File: src/rtl/evt_pattern_tx.sv
module evt_pattern_tx #(
  parameter int DW       = 16,
  parameter int BAW      = 4,
  parameter int TQ_DEPTH = 4,
  parameter int OF_DEPTH = 4
) (
  input  logic          clk,
  input  logic          rst_n,
  input  logic          wr_en,
  input  logic [BAW+1:0] wr_addr,
  input  logic [DW-1:0] wr_data,
  input  logic [3:0]    wr_ctrl,
  input  logic          trig,
  input  logic [1:0]    trig_buf,
  output logic          out_valid,
  output logic [DW-1:0] out_data,
  output logic          out_eoe,
  output logic          out_empty
);
  localparam int AW    = BAW + 2;
  localparam int WORDS = 1 << AW;
  localparam int TPW   = (TQ_DEPTH > 1) ? $clog2(TQ_DEPTH) : 1;
  localparam int TCW   = $clog2(TQ_DEPTH + 1);
  localparam int OPW   = (OF_DEPTH > 1) ? $clog2(OF_DEPTH) : 1;
  localparam int OCW   = $clog2(OF_DEPTH + 1);
  localparam int EW    = DW + 2;

  typedef enum logic [1:0] {S_IDLE = 2'd0, S_RUN = 2'd1, S_WAIT = 2'd2} st_t;

  logic [DW+3:0] mem [WORDS];
  always_ff @(posedge clk)
    if (wr_en) mem[wr_addr] <= {wr_ctrl, wr_data};

  logic [1:0]     tq_q [TQ_DEPTH];
  logic [TPW-1:0] tq_wp, tq_rp;
  logic [TCW-1:0] tq_cnt;
  logic           tq_push, tq_pop;
  st_t            st;

  assign tq_push = trig && (tq_cnt != TCW'(TQ_DEPTH));
  assign tq_pop  = (st == S_IDLE) && (tq_cnt != '0);

  always_ff @(posedge clk)
    if (tq_push) tq_q[tq_wp] <= trig_buf;

  always_ff @(posedge clk or negedge rst_n)
    if (!rst_n) begin
      tq_wp  <= '0;
      tq_rp  <= '0;
      tq_cnt <= '0;
    end else begin
      if (tq_push) tq_wp <= (tq_wp == TPW'(TQ_DEPTH - 1)) ? '0 : tq_wp + 1'b1;
      if (tq_pop)  tq_rp <= (tq_rp == TPW'(TQ_DEPTH - 1)) ? '0 : tq_rp + 1'b1;
      if (tq_push && !tq_pop)      tq_cnt <= tq_cnt + 1'b1;
      else if (!tq_push && tq_pop) tq_cnt <= tq_cnt - 1'b1;
    end

  logic [BAW-1:0] addr;
  logic [1:0]     bsel;
  logic [DW-1:0]  gap, wcnt;
  logic [DW+3:0]  word;
  logic [DW-1:0]  wd;
  logic           w_end, w_emp, w_gap, w_lat, stop;

  assign word  = mem[{bsel, addr}];
  assign wd    = word[DW-1:0];
  assign w_end = word[DW];
  assign w_emp = word[DW+1];
  assign w_gap = word[DW+2];
  assign w_lat = word[DW+3];
  assign stop  = w_end || (addr == '1);

  always_ff @(posedge clk or negedge rst_n)
    if (!rst_n) begin
      st   <= S_IDLE;
      addr <= '0;
      bsel <= '0;
      gap  <= '0;
      wcnt <= '0;
    end else begin
      case (st)
        S_IDLE:
          if (tq_pop) begin
            bsel <= tq_q[tq_rp];
            addr <= '0;
            gap  <= '0;
            st   <= S_RUN;
          end
        S_RUN: begin
          addr <= addr + 1'b1;
          if (w_lat) begin
            if (stop) st <= S_IDLE;
            else if (wd != '0) begin
              wcnt <= wd;
              st   <= S_WAIT;
            end
          end else if (w_gap) begin
            gap <= wd;
            if (stop) st <= S_IDLE;
          end else if (w_emp) begin
            st <= S_IDLE;
          end else begin
            if (stop) st <= S_IDLE;
            else if (gap != '0) begin
              wcnt <= gap;
              st   <= S_WAIT;
            end
          end
        end
        S_WAIT:
          if (wcnt == DW'(1)) st <= S_RUN;
          else wcnt <= wcnt - 1'b1;
        default: st <= S_IDLE;
      endcase
    end

  logic [EW-1:0]  of_q [OF_DEPTH];
  logic [OPW-1:0] of_wp, of_rp;
  logic [OCW-1:0] of_cnt;
  logic           of_push, of_pop;
  logic [EW-1:0]  of_din, of_head;

  assign of_push = (st == S_RUN) && !w_lat && !w_gap && (of_cnt != OCW'(OF_DEPTH));
  assign of_din  = w_emp ? {1'b1, 1'b0, {DW{1'b0}}} : {1'b0, w_end, wd};
  assign of_pop  = (of_cnt != '0);
  assign of_head = of_q[of_rp];

  always_ff @(posedge clk)
    if (of_push) of_q[of_wp] <= of_din;

  always_ff @(posedge clk or negedge rst_n)
    if (!rst_n) begin
      of_wp     <= '0;
      of_rp     <= '0;
      of_cnt    <= '0;
      out_valid <= 1'b0;
      out_data  <= '0;
      out_eoe   <= 1'b0;
      out_empty <= 1'b0;
    end else begin
      if (of_push) of_wp <= (of_wp == OPW'(OF_DEPTH - 1)) ? '0 : of_wp + 1'b1;
      if (of_pop)  of_rp <= (of_rp == OPW'(OF_DEPTH - 1)) ? '0 : of_rp + 1'b1;
      if (of_push && !of_pop)      of_cnt <= of_cnt + 1'b1;
      else if (!of_push && of_pop) of_cnt <= of_cnt - 1'b1;
      out_valid <= of_pop && !of_head[DW+1];
      out_empty <= of_pop && of_head[DW+1];
      out_eoe   <= of_pop && of_head[DW];
      out_data  <= of_pop ? of_head[DW-1:0] : '0;
    end
endmodule

File: config.mk
export PLATFORM = sky130hd
export DESIGN_NAME = evt_pattern_tx
export DESIGN_NICKNAME = d
export VERILOG_FILES = /design/src/rtl/evt_pattern_tx.sv
export SDC_FILE = /design/constraint.sdc
export NUM_CORES = 1
export LEC_CHECK = 0
export BUFFER_PORTS_ARGS = -buffer_cell sky130_fd_sc_hd__buf_4
export CAP_MARGIN = 20
export CORE_ASPECT_RATIO = 1.4
export CORE_MARGIN = 2
export CORE_UTILIZATION = 50
export DETAILED_ROUTE_END_ITERATION = 16
export PLACE_DENSITY = 0.65
export SETUP_SLACK_MARGIN = 0.3
export SYNTH_ARGS = -nofsm -noshare
export SYNTH_HDL_FRONTEND = slang
export SYNTH_SLANG_ARGS = --single-unit
File: constraint.sdc
create_clock -name clk -period 5.96 [get_ports clk]
set_input_delay 1.49 -clock clk [delete_from_list [all_inputs] [get_ports clk]]
set_output_delay 1.49 -clock clk [all_outputs]
set_load 0.03 [all_outputs]
* Word-level counts from Yosys, hierarchy flattened
Memories as Yosys holds them, arrays and structs flattened. A register that Yosys moved wholly into a read port is not among the register bits. Index checks and enable logic that the tools add are counted.
Operators by class: add/sub/neg operators 10, equal/unequal tests 23, reduce and logical (&&, ||, !) cells 35, multiplexer cells 42
Operators with widths (number):
- $mux 16 | 12
- $pmux 16 s2 | 2
- $reduce_bool 16->1 | 2
- $mux 2 | 14
- $mux 18 | 1
- $ne 3x3->1 const B | 6
- $eq 16x1->1 const B | 1
- $sub 16x1->16 const B | 1
- $logic_and 1x1->1 | 12
- $mux 3 | 4
- $ne 2x2->1 const B | 6
- $eq 2x2->1 const B | 5
- $add 2x1->2 const B | 4
- $logic_not 1->1 | 8
- $ne 4x4->1 const B | 2
- $pmux 4 s2 | 1
- $reduce_bool 2->1 | 4
- $reduce_and 7->1 | 1
- $add 3x1->3 const B | 2
- $mux 1 | 6
- $pmux 2 s3 | 1
- $reduce_bool 3->1 | 2
- $sub 3x1->3 const B | 2
- $ne 5x5->1 const B | 1
- other kinds (9) | 10
Storage, ports and cells: register bits after elaboration 71, input bits 32, output and inout bits 19, word-level logic and storage cells 127, memories 3, RAM bits 1360
Memories:
- mem | words 64, width 20, read ports 1, clocked after memory_dff 0, wr ports 1, RTL line 30 | logic [DW+3:0] mem [WORDS];
- of_q | words 4, width 18, read ports 1, clocked after memory_dff 0, wr ports 1, RTL line 117 | logic [EW-1:0] of_q [OF_DEPTH];
- tq_q | words 4, width 2, read ports 1, clocked after memory_dff 1, wr ports 1, RTL line 34 | logic [1:0] tq_q [TQ_DEPTH];

* Depth between registers and ports, before layout
An unclocked memory read counts as a cell.
depth after elaboration 9, gate-level depth with buffers 17, mapped depth without buffers 11

* Worst setup path before layout
No wires, ideal clock.
path type input to register, start point input wr_addr[3], end point memory mem[48][0] (netlist bit) (enable), data arrival time 3.378 ns, path slack 2.159 ns, cell stages on the path 4, cells stage by stage clkbuf_1 -> nor2b_1 -> nand4b_1 -> nor3_1
RTL lines:
- from (decl) | RTL line 10 | input logic [BAW+1:0] wr_addr,
- to (decl) | RTL line 30
Straight into the memory's write port.

* Final worst setup path
start point register addr[0], end point register gap[3]
On the way: longest elaborated chain between the ends 4, elaborated cells on any way between the ends 7
RTL lines:
- from (decl) | RTL line 58 | logic [BAW-1:0] addr;
- from (signal assigned) | RTL line 90 | addr <= addr + 1'b1;
- $mem_v2 64x20 (*)
- $mux 16 | RTL line 97 | end else if (w_gap) begin
- $mux 16 | RTL line 91 | if (w_lat) begin
- $pmux 16 s2 | RTL line 81 | case (st)
- to (signal assigned) | RTL line 98 | gap <= wd;
- to (decl) | RTL line 60 | logic [DW-1:0] gap, wcnt;
Mark *: on every way between the ends. The rest lies on a longest branch, timed or not. The select of a mux whose other input is x is not followed. A chain may end at the register's enable or synchronous reset.

==> flow_metrics.tcl <==
set metrics [dict create \
    status "finished clean" \
    use_met1_pct 33.20 \
    tritoncts "done" \
    area_growth_pct 12.00 \
    synthXorXnorAreaFrac_pct 0.1247 \
    first_global_vias 28760 \
    async_flop_share_pct 5.094 \
    fin_crit_sh_pct 85.11 \
    yosysUniqueCellTypes 76 \
    grt_util_met3_pct 4.619 \
    crit_slowest_cell "dfrtp_4" \
    worstPathArrival_ps 5670 \
    place_hpwl_um 90460 \
    synth-simple-area-share_pct 3.490 \
    crit_family "compound AO/OA/AOI/OAI gates" \
    coreArea_um2 111600 \
    die_y_um 400.6 \
    ys_warn_count 0 \
    die_area_um2 115100 \
    synthCells 2699 \
    skew_ps 24.40 \
    path_cells "buf_4 > mux4_2 > o22ai_1 > a211oi_1 > a32oi_2 > buf_4 > and3_1 > o21ai_0" \
    syn_area_per_cell_um2 20.82 \
    max-vdd-ir-drop_mv 0.3820 \
    cpPeakStageDelay_ps 960 \
    hold_viol_final 0 \
    cts_root_buf "clkbuf_16" \
    worstPathBufferInverterCount 2 \
    grt_use_met2_pct 43.75 \
    netlist_area_um2 56180 \
    drt-wirelength-per-cell_um 33.87 \
    place_inst 4179 \
    dr_total_vias 28310 \
    grt_max_degree 74 \
    worstReg2RegEnd "gap[3]" \
    antenna_found_initial 5 \
    max_freq_mhz 197.1 \
    timing.rr.start "addr[0]" \
    slew_headroom_pct 15.78 \
    startpoint "addr[0]" \
    port_buffers 50 \
    synth_top_family_by_area "multiplexers" \
    synth.area.mux_share_pct 15.47 \
    drc 0 \
    die_w_um 287.3 \
    grt_pass1_wl_um 212900 \
    synth_area_leader_cell "edfxtp_1" \
    clkSinkCount 1433 \
    grt_busiest_layer "met2" \
    crit_path_start_kind "flop" \
    tightest_slew_ps 1261 \
    clk_latency_ps 770 \
    slew_viol_final 0 \
    seq_area_frac_synth_pct 75.94 \
    crit_path_end_kind "flop" \
    synth_compound_area_share_pct 2.844 \
    post-route-min-period_ps 5072 \
    cp.required_ps 6560 \
    drtAntennaViolNets 0 \
    cp_max_fo 37 \
    drv_cap 0 \
    firstDrtPassIters 5 \
    num_rows 145 \
    synth_top_area_share_pct 72.69 \
    totalWireLength_um 149900 \
    endpoint "gap[3]" \
    layout-drive-gt1-share_pct 26.57 \
    crit_type "reg2reg" \
    p_leak_uw 0.01983 \
    r2r_slack_ps 890 \
    via_per_inst 6.398 \
    syn-num-nets 2747 \
    numCtsBuffers 136 \
    layoutNonFillerInstCount 4425 \
    diodes 0 \
    fin_setup_tns_ps 0 \
    clockBufferDepth 3 \
    post_cts_buffers 0 \
    hold_class "reg2reg" \
    grt_use_total_pct 26.46 \
    cp_common_cell "buf_4" \
    synth_edf_count 1360 \
    reg2reg_depth 8 \
    gp_congestion 0.9009 \
    final_area_um2 62920 \
    placed_area_um2 58690 \
    power_density_nw_per_um2 453.2 \
    htreeDepth 4 \
    start_util_pct 50.35 \
    drt_iter0_drc 3068 \
    synthAdderAreaFrac_pct 0.3697 \
    synth_area_leaders "edfxtp_1 73%, mux4_2 13%, dfrtp_1 3.3%" \
    hold_buffers 0 \
    ios 51 \
    nets 2897 \
    crit_cells 8 \
    postCtsResizedCells 0 \
    rsz0062_at_grt "false" \
    synth_ff_type "edfxtp_1" \
    grt_overflow_total 0 \
    setup_viol 0 \
    cts.reportedPaths.clkPinSlew_ps 60 \
    ys_ff_latch 1433 \
]
## final cells by class
| cell class | count | area [um^2] |
|---|---|---|
| inverter | 13 | 48.80 |
| tap | 1470 | 1839 |
| fill | 8203 | 48650 |
| clock buffer | 170 | 3573 |
| sequential | 1433 | 42680 |
| clock inverter | 74 | 624.3 |
| multi-input combinational | 1103 | 12810 |
| timing repair buffer | 162 | 1349 |
## metrics by stage
stage          hold WS [ps]  total power [uW]  util, %  setup WS [ps]
2_1_floorplan         463.8             17390        -           2160
3_3_place_gp          481.5             20280    52.60           1064
3_5_place_dp          496.2             20410    52.60           1025
4_1_cts               514.5             28640    56.36          987.8
5_1_grt               541.2             29400    56.40          847.5
6_report              513.5             28520    56.40          887.6
## cells by family after synthesis
family / after synthesis
DFF: 1433
AOI/OAI and AO/OA: 227
and+or+nand+nor: 401
xor gates and xnor gates: 8
adders and majority gates: 16
buffers and inverters: 163
muxes: 451
## cell usage in the layout, fill, tap and decap left out, types with 12 or more instances in the layout
cell type	n
edfxtp_1	1360
mux4_2	324
buf_4	151
clkbuf_16	138
nand2_1	125
mux2i_1	101
dfrtp_1	68
nor2_1	48
o21ai_0	46
nor2_2	44
nor2b_1	36
clkinv_1	35
nand3_1	33
clkbuf_1	32
o22ai_1	27
a22oi_1	22
mux2_2	20
a21oi_1	19
nor2_4	19
a221oi_1	17
nor4_1	17
ha_1	15
a31oi_1	14
clkinv_2	14
and2_1	13
nand2b_1	12
a22o_1	12
## cells in the mapped netlist, drive strengths merged, types with 3 or more instances
master,instances
ha,15
nand2b,12
a211oi,6
nand2,125
o22ai,27
nand4,6
and2,15
o31ai,6
and3,5
o21a,3
o21ai,54
xnor2,3
a31oi,14
xor2,5
nor2b,37
a22o,12
dfrtp,73
a22oi,22
edfxtp,1360
or3b,5
clkbuf,50
nor4,20
a221oi,17
mux2,20
buf,100
nand3,34
a221o,4
or3,6
nor3,13
mux2i,101
a311oi,4
inv,12
nand3b,5
o211ai,3
a21oi,28
nor2,111
mux4,330
a32oi,9
## state kept, by name, summed over array words and instances (netlist names), 3 cells and up
signal	count
addr	4
gap	16
mem	1280
of_cnt	3
of_q	72
out_data	16
tq_cnt	3
tq_q	8
wcnt	16
## routing by layer
metal / vias up / wire, um
li1: 11480 / -
met1: 15020 / 53410
met2: 1452 / 75580
met3: 353 / 11360
met4: 2 / 9503
met5: - / 13
## power by group
group / internal, uW / switching, uW / leakage (uW)
Combinational: 3210 / 4960 / 0.00464
Clock: 4660 / 3670 / 0.00204
Sequential: 11600 / 470 / 0.0131
## how the worst min path moves through the flow
stage | from | endpoint | slack, ps | cells past startpoint
3_3_place_gp | tq_cnt[2] | tq_cnt[2] | 480 | 1
5_1_grt | wcnt[11] | wcnt[11] | 540 | 1
3_5_place_dp | wcnt[11] | wcnt[11] | 500 | 1
4_1_cts | wcnt[11] | wcnt[11] | 510 | 1
2_1_floorplan | tq_cnt[2] | tq_cnt[2] | 460 | 1
6_report | wcnt[11] | wcnt[11] | 510 | 1
Power figures use the tool's default switching activity.
